## config.mk

```make
export PLATFORM = sky130hd
export DESIGN_NAME = tlb_perm_check
export DESIGN_NICKNAME = d
export VERILOG_FILES = /design/src/rtl/tlbchk_pkg.sv /design/src/rtl/tlbchk_half_sel.sv /design/src/rtl/tlbchk_fault.sv /design/src/rtl/tlbchk_paddr.sv /design/src/rtl/tlb_perm_check.sv
export SDC_FILE = /design/constraint.sdc
export NUM_CORES = 1
export LEC_CHECK = 0
export ABC_AREA = 1
export CORE_ASPECT_RATIO = 0.8
export CORE_UTILIZATION = 39
export CTS_BUF_LIST = sky130_fd_sc_hd__clkbuf_8
export DETAILED_ROUTE_END_ITERATION = 16
export HOLD_SLACK_MARGIN = 0.03
export PLACE_DENSITY = 0.83
export SETUP_SLACK_MARGIN = 0.1
export SYNTH_ARGS = -nofsm -noshare
export SYNTH_HDL_FRONTEND = slang
export SYNTH_SLANG_ARGS = --single-unit
export TNS_END_PERCENT = 10
```

## constraint.sdc

```tcl
create_clock -name clk -period 0.9 [get_ports clk]
set_clock_uncertainty 0.05 [all_clocks]
set_input_delay 0.225 -clock clk [delete_from_list [all_inputs] [get_ports clk]]
set_output_delay 0.225 -clock clk [all_outputs]
set_load 0.005 [all_outputs]
```

## src/rtl/tlbchk_pkg.sv

```systemverilog
package tlbchk_pkg;
   typedef enum logic [2:0] {
      RC_HIT     = 3'd0,
      RC_NOVALID = 3'd1,
      RC_NOEXEC  = 3'd2,
      RC_NOREAD  = 3'd3,
      RC_PRIV    = 3'd4,
      RC_CLEAN   = 3'd5
   } rc_t;

   typedef enum logic [1:0] {
      AC_LOAD  = 2'd0,
      AC_STORE = 2'd1,
      AC_FETCH = 2'd2,
      AC_RSVD  = 2'd3
   } acc_t;

   // Bit positions of the descriptor fields
   localparam int FB_VALID  = 0;
   localparam int FB_DIRTY  = 1;
   localparam int FB_PLV    = 2;
   localparam int FB_RPLV   = 4;
   localparam int FB_NOREAD = 5;
   localparam int FB_NOEXEC = 6;
   localparam int FRAME_LSB = 12;

   typedef struct packed {
      logic       valid;
      logic       dirty;
      logic [1:0] plv;
      logic       rplv;
      logic       noread;
      logic       noexec;
   } flags_t;
endpackage

```

## src/rtl/tlbchk_half_sel.sv

```systemverilog
module tlbchk_half_sel
   import tlbchk_pkg::*;
#(
   parameter int ENT_W     = 64,
   parameter int VA_W      = 48,
   parameter int PS_W      = 6,
   parameter bit HAS_NARROW = 1'b1
) (
   input  logic [ENT_W-1:0] desc_even,
   input  logic [ENT_W-1:0] desc_odd,
   input  logic [PS_W-1:0]  entry_ps,
   input  logic [PS_W-1:0]  fixed_ps,
   input  logic             from_var_section,
   input  logic [VA_W-1:0]  vaddr,
   input  logic             wide_mode,
   output logic [PS_W-1:0]  ps_eff,
   output logic [ENT_W-1:0] desc_sel,
   output flags_t           flags
);
   logic odd_page;
   logic ext_on;

   assign ps_eff   = from_var_section ? entry_ps : fixed_ps;
   assign odd_page = vaddr[ps_eff];
   assign desc_sel = odd_page ? desc_odd : desc_even;

   generate
      if (HAS_NARROW) begin : g_narrow
         assign ext_on = wide_mode;
      end else begin : g_wide_only
         assign ext_on = 1'b1;
      end
   endgenerate

   always_comb begin
      flags.valid  = desc_sel[FB_VALID];
      flags.dirty  = desc_sel[FB_DIRTY];
      flags.plv    = desc_sel[FB_PLV +: 2];
      flags.rplv   = desc_sel[FB_RPLV]   & ext_on;
      flags.noread = desc_sel[FB_NOREAD] & ext_on;
      flags.noexec = desc_sel[FB_NOEXEC] & ext_on;
   end
endmodule

```

## src/rtl/tlbchk_fault.sv

```systemverilog
module tlbchk_fault
   import tlbchk_pkg::*;
(
   input  flags_t     flags,
   input  logic [1:0] access,
   input  logic [1:0] cur_plv,
   output rc_t        code
);
   logic priv_bad;

   always_comb begin
      if (flags.rplv) priv_bad = (cur_plv != flags.plv);
      else            priv_bad = (cur_plv > flags.plv);
   end

   always_comb begin
      if (!flags.valid)                                  code = RC_NOVALID;
      else if (access == AC_FETCH && flags.noexec)       code = RC_NOEXEC;
      else if (access == AC_LOAD && flags.noread)        code = RC_NOREAD;
      else if (priv_bad)                                 code = RC_PRIV;
      else if (access == AC_STORE && !flags.dirty)       code = RC_CLEAN;
      else                                               code = RC_HIT;
   end
endmodule

```

## src/rtl/tlbchk_paddr.sv

```systemverilog
module tlbchk_paddr
   import tlbchk_pkg::*;
#(
   parameter int ENT_W = 64,
   parameter int VA_W  = 48,
   parameter int PA_W  = 48,
   parameter int PS_W  = 6
) (
   input  logic [ENT_W-1:0] desc_sel,
   input  logic [PS_W-1:0]  ps_eff,
   input  logic [VA_W-1:0]  vaddr,
   output logic [PA_W-1:0]  paddr
);
   localparam int LOW_W = FRAME_LSB;

   logic [PA_W-1:0] frame_base;
   logic [PA_W-1:0] va_ext;
   logic [PA_W-1:0] hi_mask;

   assign frame_base = {desc_sel[PA_W-1:LOW_W], {LOW_W{1'b0}}};

   generate
      if (VA_W >= PA_W) begin : g_va_trunc
         assign va_ext = vaddr[PA_W-1:0];
      end else begin : g_va_zext
         assign va_ext = {{(PA_W-VA_W){1'b0}}, vaddr};
      end
   endgenerate

   assign hi_mask = {PA_W{1'b1}} << ps_eff;
   assign paddr   = (frame_base & hi_mask) | (va_ext & ~hi_mask);
endmodule

```

## src/rtl/tlb_perm_check.sv

```systemverilog
module tlb_perm_check
   import tlbchk_pkg::*;
#(
   parameter int ENT_W      = 64,
   parameter int VA_W       = 48,
   parameter int PA_W       = 48,
   parameter int PS_W       = 6,
   parameter bit HAS_NARROW = 1'b1
) (
   input  logic             clk,
   input  logic             rst_n,
   input  logic             req_valid,
   input  logic [ENT_W-1:0] desc_even,
   input  logic [ENT_W-1:0] desc_odd,
   input  logic [PS_W-1:0]  entry_ps,
   input  logic [PS_W-1:0]  fixed_ps,
   input  logic             from_var_section,
   input  logic [VA_W-1:0]  vaddr,
   input  logic [1:0]       access,
   input  logic [1:0]       cur_plv,
   input  logic             wide_mode,
   output logic             rsp_valid,
   output logic [2:0]       result,
   output logic [PA_W-1:0]  paddr,
   output logic             perm_rd,
   output logic             perm_wr,
   output logic             perm_ex
);
   localparam int MIN_PS = FRAME_LSB;

   initial begin
      assert (PA_W > MIN_PS) else $error("PA_W must exceed the 4 KiB offset width");
      assert (ENT_W >= PA_W) else $error("descriptor too narrow for the frame");
      assert ((1 << PS_W) > VA_W) else $error("PS_W cannot encode a bit index of vaddr");
      assert (ENT_W > FB_NOEXEC) else $error("descriptor too narrow for the flags");
   end

   logic [PS_W-1:0]  ps_eff;
   logic [ENT_W-1:0] desc_sel;
   flags_t           flags;
   rc_t              code;
   logic [PA_W-1:0]  pa_calc;

   tlbchk_half_sel #(
      .ENT_W(ENT_W), .VA_W(VA_W), .PS_W(PS_W), .HAS_NARROW(HAS_NARROW)
   ) u_half (
      .desc_even        (desc_even),
      .desc_odd         (desc_odd),
      .entry_ps         (entry_ps),
      .fixed_ps         (fixed_ps),
      .from_var_section (from_var_section),
      .vaddr            (vaddr),
      .wide_mode        (wide_mode),
      .ps_eff           (ps_eff),
      .desc_sel         (desc_sel),
      .flags            (flags)
   );

   tlbchk_fault u_fault (
      .flags   (flags),
      .access  (access),
      .cur_plv (cur_plv),
      .code    (code)
   );

   tlbchk_paddr #(
      .ENT_W(ENT_W), .VA_W(VA_W), .PA_W(PA_W), .PS_W(PS_W)
   ) u_pa (
      .desc_sel (desc_sel),
      .ps_eff   (ps_eff),
      .vaddr    (vaddr),
      .paddr    (pa_calc)
   );

   always_ff @(posedge clk or negedge rst_n) begin
      if (!rst_n) begin
         rsp_valid <= 1'b0;
         result    <= 3'd0;
         paddr     <= '0;
         perm_rd   <= 1'b0;
         perm_wr   <= 1'b0;
         perm_ex   <= 1'b0;
      end else begin
         rsp_valid <= req_valid;
         if (req_valid) begin
            result <= code;
            if (code == RC_HIT) begin
               paddr   <= pa_calc;
               perm_rd <= 1'b1;
               perm_wr <= flags.dirty;
               perm_ex <= ~flags.noexec;
            end else begin
               paddr   <= '0;
               perm_rd <= 1'b0;
               perm_wr <= 1'b0;
               perm_ex <= 1'b0;
            end
         end
      end
   end

   // Page size must lie inside the virtual address
   p_ps_range_r1: assert property (@(posedge clk) disable iff (!rst_n)
      req_valid |-> (ps_eff >= PS_W'(MIN_PS)) && (ps_eff < PS_W'(VA_W)));

   p_rsp_timing_r8: assert property (@(posedge clk) disable iff (!rst_n)
      req_valid |=> rsp_valid);

   p_rsp_idle_r8: assert property (@(posedge clk) disable iff (!rst_n)
      !req_valid |=> !rsp_valid);

   p_hold_r8: assert property (@(posedge clk) disable iff (!rst_n)
      !req_valid |=> $stable(result) && $stable(paddr) && $stable(perm_wr));

   p_exec_fault_fetch_r3: assert property (@(posedge clk) disable iff (!rst_n)
      (rsp_valid && result == RC_NOEXEC) |-> ($past(access) == AC_FETCH));

   p_clean_fault_store_r3: assert property (@(posedge clk) disable iff (!rst_n)
      (rsp_valid && result == RC_CLEAN) |-> ($past(access) == AC_STORE));

   p_narrow_no_inhibit_r5: assert property (@(posedge clk) disable iff (!rst_n)
      (rsp_valid && !$past(wide_mode)) |-> (result != RC_NOEXEC && result != RC_NOREAD));

   p_hit_readable_r7: assert property (@(posedge clk) disable iff (!rst_n)
      (rsp_valid && result == RC_HIT) |-> perm_rd);

   p_fault_quiet_r7: assert property (@(posedge clk) disable iff (!rst_n)
      (rsp_valid && result != RC_HIT) |-> (!perm_rd && !perm_wr && !perm_ex && paddr == '0));
endmodule

```

# Yosys cells after proc, flatten, opt, wreduce, memory -nomap -nowiden
# Index checks and enable logic that the tools add are counted.
dict set report op_classes {
  n_lt_le_gt_ge 2
  eq_ne 3
  n_shift 1
  n_mux 14
  n_bitwise 8
  n_reduce_logical 6
}
# cell count
set op_table {}
lappend op_table {{48-bit AND} 2}
lappend op_table {{48-bit two-way mux} 2}
lappend op_table {{48-bit inverter} 1}
lappend op_table {{48-bit OR} 1}
lappend op_table {{48-bit by 6-bit left shift with 48-bit output, first input constant} 1}
lappend op_table {{3-bit two-way mux} 5}
lappend op_table {{6-bit by 7-bit less-than comparator with 1-bit output, second input constant} 1}
lappend op_table {{1-bit binary-select mux with 6-bit select} 1}
lappend op_table {{6-bit two-way mux} 1}
lappend op_table {{1-bit two-way mux} 5}
lappend op_table {{1-bit AND} 3}
lappend op_table {{1-bit logical AND} 3}
lappend op_table {{3-bit logical NOT} 1}
lappend op_table {{2-bit by 1-bit equality test with 1-bit output, second input constant} 1}
lappend op_table {{2-bit equality test, second input constant} 1}
lappend op_table {{2-bit greater-than comparator} 1}
lappend op_table {{2-bit logical NOT} 1}
lappend op_table {{2-bit inequality test} 1}
lappend op_table {{1-bit logical NOT} 1}
lappend op_table {{1-bit inverter} 1}
dict set report word_totals {
  register_bits 55
  in_bits 197
  output_inout_bits 55
  wordCells 40
}

# Depth between registers and ports, before layout
dict set report depth {
  word_depth 13
  ltp_mapped 28
  mapped_depth_nobuf 24
}

# Hierarchy
# A second synthesis with hierarchy kept.
dict set report hier_totals {
  cells_unflattened 844
  hier_area_um2 5009.8
}
# mod instances cells_per_inst area_each_um2 seq_area_each_um2
set modules_own_cells {}
lappend modules_own_cells {tlb_perm_check 1 235 2158.3 1376.3}
lappend modules_own_cells {tlbchk_half_sel 1 365 1764.2 0.0}
lappend modules_own_cells {tlbchk_paddr 1 221 962.2 0.0}
lappend modules_own_cells {tlbchk_fault 1 23 125.1 0.0}

# Least setup slack after synthesis
# OpenSTA, ideal clock, no wires.
dict set report synth_timing {
  path_kind {input to register}
  start {in from_var_section}
  end {reg paddr[0]}
  setup_time_ns 0.118
  arrival_ns 2.974
  required_time_ns 0.732
  setup_slack_ns -2.242
  path_stages 25
  path_buffers 6
  cell_sequence {buf_6 -> nand2_2 -> inv_2 -> nor2_2 -> buf_4 -> nand3_1 -> nand3_1 -> nand2_1 -> nand4_1 -> nand2_1 -> nand3_2 -> buf_4 -> buf_2 -> buf_2 -> mux2i_1 -> ha_1 -> a21oi_1 -> nand2_1 -> nand2_1 -> nor2_1 -> nor2_1 -> nor2_4 -> buf_4 -> nand3_1 -> nand2_1}
}
dict set report synth_between {
  elab_chain_len 13
  elab_cells_between_ends 26
  cone_classes {1 x order compare; 1 x eq/ne; 1 x shift; 11 x mux; 7 x bitwise; 5 x reduce/logical}
}
# element line
set synth_lines {}
lappend synth_lines {{from (decl)} tlb_perm_check.sv:17} ;# input logic from_var_section,
lappend synth_lines {{6-bit two-way mux *} tlbchk_half_sel.sv:23} ;# assign ps_eff = from_var_section ? entry_ps : fixed_ps;
lappend synth_lines {{parallel branches: the longest is 11 deep, another holds 2-bit greater-than comparator} n/a}
lappend synth_lines {{48-bit two-way mux *} tlb_perm_check.sv:87} ;# if (code == RC_HIT) begin
lappend synth_lines {{to (signal assigned)} tlb_perm_check.sv:88} ;# paddr <= pa_calc;
lappend synth_lines {{to (decl)} tlb_perm_check.sv:24} ;# output logic [PA_W-1:0] paddr,
# Every way passes the cells marked *. The select of a mux whose other input is x is not followed.
# A chain may end at the register's enable or synchronous reset.

# Final worst setup path
dict set report layout_timing {
  start {in from_var_section}
  end {reg paddr[47]}
}
# The elaborated chain is that of the path after synthesis.

==> impl_metrics.tcl <==
set metrics [dict create \
    max-vdd-ir-drop_mv 1.10 \
    grt_first_pass_wirelength_mm 30.9 \
    worstSetupEndpointType "flip-flop" \
    worst_pin_slew_ns 0.514 \
    final-max-slew-violation-count 0 \
    topRoutingLayerUsed "met4" \
    top_level_ports 252 \
    chipHeight_um 94.6 \
    worstReg2RegStart "paddr[28]" \
    power.share.switching_pct 38.8 \
    clock_power_share_pct 15.2 \
    ys_top_cells_by_area "sky130_fd_sc_hd__dfrtp_1, sky130_fd_sc_hd__nand2_1, sky130_fd_sc_hd__nand3_1" \
    failed_checks "hold timing, setup timing" \
    met3WireLength_mm 2.95 \
    initial_utilization_pct 40.5 \
    critPathRequiredTime_ns 1.10 \
    top_reg_cell_synth "sky130_fd_sc_hd__dfrtp_1" \
    holdWs_ns -0.281 \
    die_width_um 118 \
    avgViaCountPerCell 5.66 \
    maxcap_violations 0 \
    route.detailed.wl_per_inst_um 19.1 \
    cts_buffers 5 \
    syn-mean-instance-area_um2 6.22 \
    placeableCoreArea_um2 10300 \
    cp_data_arrival_time_ns 3.45 \
    pre_cts_slack_ns -2.71 \
    synthesis.area_um2 4180 \
    totalWireLength_mm 21.7 \
    tritoncts "yes" \
    ys_async_sr_fraction_pct 100 \
    synthDominantAreaCellType "sky130_fd_sc_hd__dfrtp_1" \
    buffer_ports.inserted 209 \
    finish.net_count 1197 \
    p_int_uw 6780 \
    layout_worst_path_cycle_share_pct 361 \
    setup.worst_path.start_class "input port" \
    insertion_delay_to_the_later_sink_of_the_worst_skew_pair_ns 0.31 \
    final_critical_path_setup_slack_ns -2.35 \
    met2RoutedLength_mm 10.0 \
    worstHoldPathType "input port to async pin" \
    detailedPlacementHpwl_mm 13.7 \
    pwr_dens_nw_per_um2 1360 \
    setup_violations 109 \
    synth-edff-count 0 \
    grt_start_max_net_pins 37 \
    drt-met1-wl_mm 7.94 \
    max_clock_freq_ghz 0.307 \
    drt_iter0_drc 706 \
    grtUsageTotal_pct 35.5 \
    ys_types 32 \
    number_of_flip_flops_and_latches_in_the_synthesized_netlist 55 \
    power_frac_seq_pct 28.1 \
    antenna_found_initial 0 \
    switching_power_uw 4300 \
    core.rowCount 33 \
    layout.filler_cells 671 \
    status "finished, violations left" \
    worst-r2r-setup-slack_ns 0.08 \
    worstRegToRegCells 3 \
    via_count_of_the_first_global_routing_pass 5987 \
    dr_total_vias 6442 \
    worst_setup_path_startpoint "from_var_section" \
    leakagePower_uw 0.00407 \
    final_period_minus_worst_setup_slack_ns 3.25 \
    critPathMaxFanout 7 \
    synth.top_cell.area_share_pct 32.9 \
    ys.warnings.count 0 \
    routabilityCongestion 1.01 \
    grt.overflow.total 0 \
    power.share.combinational_pct 56.7 \
    n_diodes 0 \
    clk_pin_slew_worst_paths_ns 0.11 \
    rsz_0062_raised_after_global_routing "true" \
    antenna_left 0 \
    areaGrowthSynthToFinish_pct 94.3 \
    layout-drive-gt1-share_pct 32.1 \
    cts_root_buf "sky130_fd_sc_hd__clkbuf_8" \
    netlist_instances 673 \
    total_die_area_um2 11100 \
    dr.pass1.iters 6 \
    tritoncts_num_sinks 55 \
    cts.htree.levels 2 \
    final-hold-violation-count 31 \
    maxSlewHeadroom_pct 65.4 \
    critical_path_class "input port to flip-flop" \
    cts.path.max_buffers 2 \
    seq_area_frac_synth_pct 32.9 \
    fin_util_pct 78.7 \
    drcViolationCount 0 \
    reg2reg_to "paddr[28]" \
    mappedNetlistNets 872 \
]
-- logic make-up after synthesis --
family | synth area share, %
flip-flops | 32.9
adder cells (fa/ha/maj) | 0.598
AND/OR/NAND/NOR | 43.2
buffers and inverters | 8.79
AO/OA/AOI/OAI | 14.3
multiplexers | 0.239
-- what timing repair did --
item,CTS,global route
hold endpoints to repair,55,11
endpoints found under the setup margin,109,109
cloned,12,2
setup buffers,28,5
pin swaps,37,51
gates resized for setup,250,93
-- worst max-delay path, cell delays in order --
cell                        delay (ns)
sky130_fd_sc_hd__buf_8            0.11
sky130_fd_sc_hd__buf_16           0.13
sky130_fd_sc_hd__buf_4            0.14
sky130_fd_sc_hd__o21ai_4          0.21
sky130_fd_sc_hd__buf_12           0.18
sky130_fd_sc_hd__nand3_2          0.09
sky130_fd_sc_hd__nand2_2          0.07
sky130_fd_sc_hd__nand2_1          0.05
sky130_fd_sc_hd__nand4_1          0.11
sky130_fd_sc_hd__nand2_2          0.08
sky130_fd_sc_hd__nand3_4          0.12
sky130_fd_sc_hd__mux2i_1          0.23
sky130_fd_sc_hd__ha_1             0.32
sky130_fd_sc_hd__a21oi_2          0.18
sky130_fd_sc_hd__a21oi_2          0.05
sky130_fd_sc_hd__nand2_1          0.08
sky130_fd_sc_hd__nand2_1          0.09
sky130_fd_sc_hd__nor2_2           0.17
sky130_fd_sc_hd__nor2_4           0.07
sky130_fd_sc_hd__nor2_4           0.18
sky130_fd_sc_hd__buf_6            0.14
sky130_fd_sc_hd__buf_6            0.12
sky130_fd_sc_hd__clkbuf_16        0.15
sky130_fd_sc_hd__nand3_1          0.08
sky130_fd_sc_hd__nand2_1          0.08
-- worst max-delay path by stage --
stage                            to  slack [ns]  cells past startpoint
after floorplan           paddr[13]       -2.10                     25
after global placement    paddr[18]       -2.59                     22
after detailed placement  paddr[17]       -2.71                     25
after CTS                 paddr[10]       -1.99                     26
after global routing        perm_wr       -2.44                     25
final                     paddr[47]       -2.35                     25
-- per-stage QoR --
stage	setup TNS [ns]	cell area, um^2	total power (uW)	std cells
after floorplan	-111.51	4310	5310	673
after global placement	-148.47	7190	8130	1085
after detailed placement	-154.92	7190	8180	1085
after CTS	-118.40	7940	10500	1132
after global routing	-140.29	8130	11500	1138
final	-134.29	8130	11100	1138
-- power by group through the flow --
stage | clock, uW | sequential (uW) | combinational (uW)
2_1_floorplan | 0 | 3190 | 2120
3_3_place_gp | 0 | 3150 | 4980
3_5_place_dp | 0 | 3160 | 5020
4_1_cts | 1640 | 3110 | 5720
5_1_grt | 1760 | 3170 | 6630
6_report | 1690 | 3110 | 6280
-- placed cells by master, fill, tap and decap left out, types with 3 or more instances in the layout --
| cell | synthesis | routed |
|---|---|---|
| sky130_fd_sc_hd__nand2_2 | 5 | 25 |
| sky130_fd_sc_hd__clkdlybuf4s50_1 | 0 | 142 |
| sky130_fd_sc_hd__buf_2 | 12 | 29 |
| sky130_fd_sc_hd__nand2_8 | 0 | 5 |
| sky130_fd_sc_hd__buf_12 | 0 | 19 |
| sky130_fd_sc_hd__a31oi_1 | 22 | 22 |
| sky130_fd_sc_hd__o21a_1 | 3 | 3 |
| sky130_fd_sc_hd__o21ai_0 | 43 | 42 |
| sky130_fd_sc_hd__a21oi_1 | 6 | 4 |
| sky130_fd_sc_hd__dfrtp_1 | 55 | 55 |
| sky130_fd_sc_hd__nand3_1 | 98 | 55 |
| sky130_fd_sc_hd__o31ai_1 | 4 | 4 |
| sky130_fd_sc_hd__nor2_2 | 2 | 3 |
| sky130_fd_sc_hd__nand2_4 | 0 | 4 |
| sky130_fd_sc_hd__nand3_4 | 0 | 5 |
| sky130_fd_sc_hd__nor2_1 | 68 | 62 |
| sky130_fd_sc_hd__nand3_2 | 1 | 39 |
| sky130_fd_sc_hd__o21ai_4 | 1 | 6 |
| sky130_fd_sc_hd__buf_6 | 1 | 13 |
| sky130_fd_sc_hd__inv_1 | 43 | 40 |
| sky130_fd_sc_hd__o22ai_1 | 10 | 10 |
| sky130_fd_sc_hd__o21ai_2 | 6 | 3 |
| sky130_fd_sc_hd__dlygate4sd2_1 | 0 | 6 |
| sky130_fd_sc_hd__buf_4 | 8 | 99 |
| sky130_fd_sc_hd__inv_2 | 7 | 8 |
| sky130_fd_sc_hd__nand2_1 | 249 | 223 |
| sky130_fd_sc_hd__buf_16 | 0 | 6 |
| sky130_fd_sc_hd__clkbuf_8 | 0 | 5 |
| sky130_fd_sc_hd__nand4_1 | 3 | 3 |
| sky130_fd_sc_hd__clkbuf_2 | 0 | 29 |
| sky130_fd_sc_hd__nor2_4 | 3 | 8 |
-- layer usage --
metal	track usage, %	up-vias
met5	0	-
met4	14.4	0
met3	8.70	96
met2	59.4	550
met1	44.1	2938
li1	-	2858
-- registers in the layout, indices dropped and copies added, names as in the netlist --
signal     flops
perm_ex        1
perm_wr        1
result         3
rsp_valid      1
paddr         48
perm_rd        1
-- layout make-up --
cell class | instances | area [um^2] | share of cell area (%)
clock buffer | 5 | 68.8 | 0.847
inverter | 50 | 200 | 2.46
clock inverter | 2 | 33.8 | 0.416
multi-input combinational | 537 | 2970 | 36.5
tap | 140 | 175 | 2.16
timing repair buffer | 349 | 3300 | 40.6
sequential | 55 | 1380 | 16.9
-- synthesized netlist by cell type, types with 4 or more instances --
| master | instances |
|---|---|
| sky130_fd_sc_hd__o31ai_1 | 4 |
| sky130_fd_sc_hd__o22ai_1 | 10 |
| sky130_fd_sc_hd__o21ai_0 | 43 |
| sky130_fd_sc_hd__a21oi_1 | 6 |
| sky130_fd_sc_hd__a31oi_1 | 22 |
| sky130_fd_sc_hd__o21ai_2 | 6 |
| sky130_fd_sc_hd__nand3_1 | 98 |
| sky130_fd_sc_hd__nand2_1 | 249 |
| sky130_fd_sc_hd__nand2_2 | 5 |
| sky130_fd_sc_hd__buf_2 | 12 |
| sky130_fd_sc_hd__nor2_1 | 68 |
| sky130_fd_sc_hd__inv_2 | 7 |
| sky130_fd_sc_hd__buf_4 | 8 |
| sky130_fd_sc_hd__dfrtp_1 | 55 |
| sky130_fd_sc_hd__clkbuf_1 | 12 |
| sky130_fd_sc_hd__inv_1 | 43 |
(Power assumes the default switching activity.)
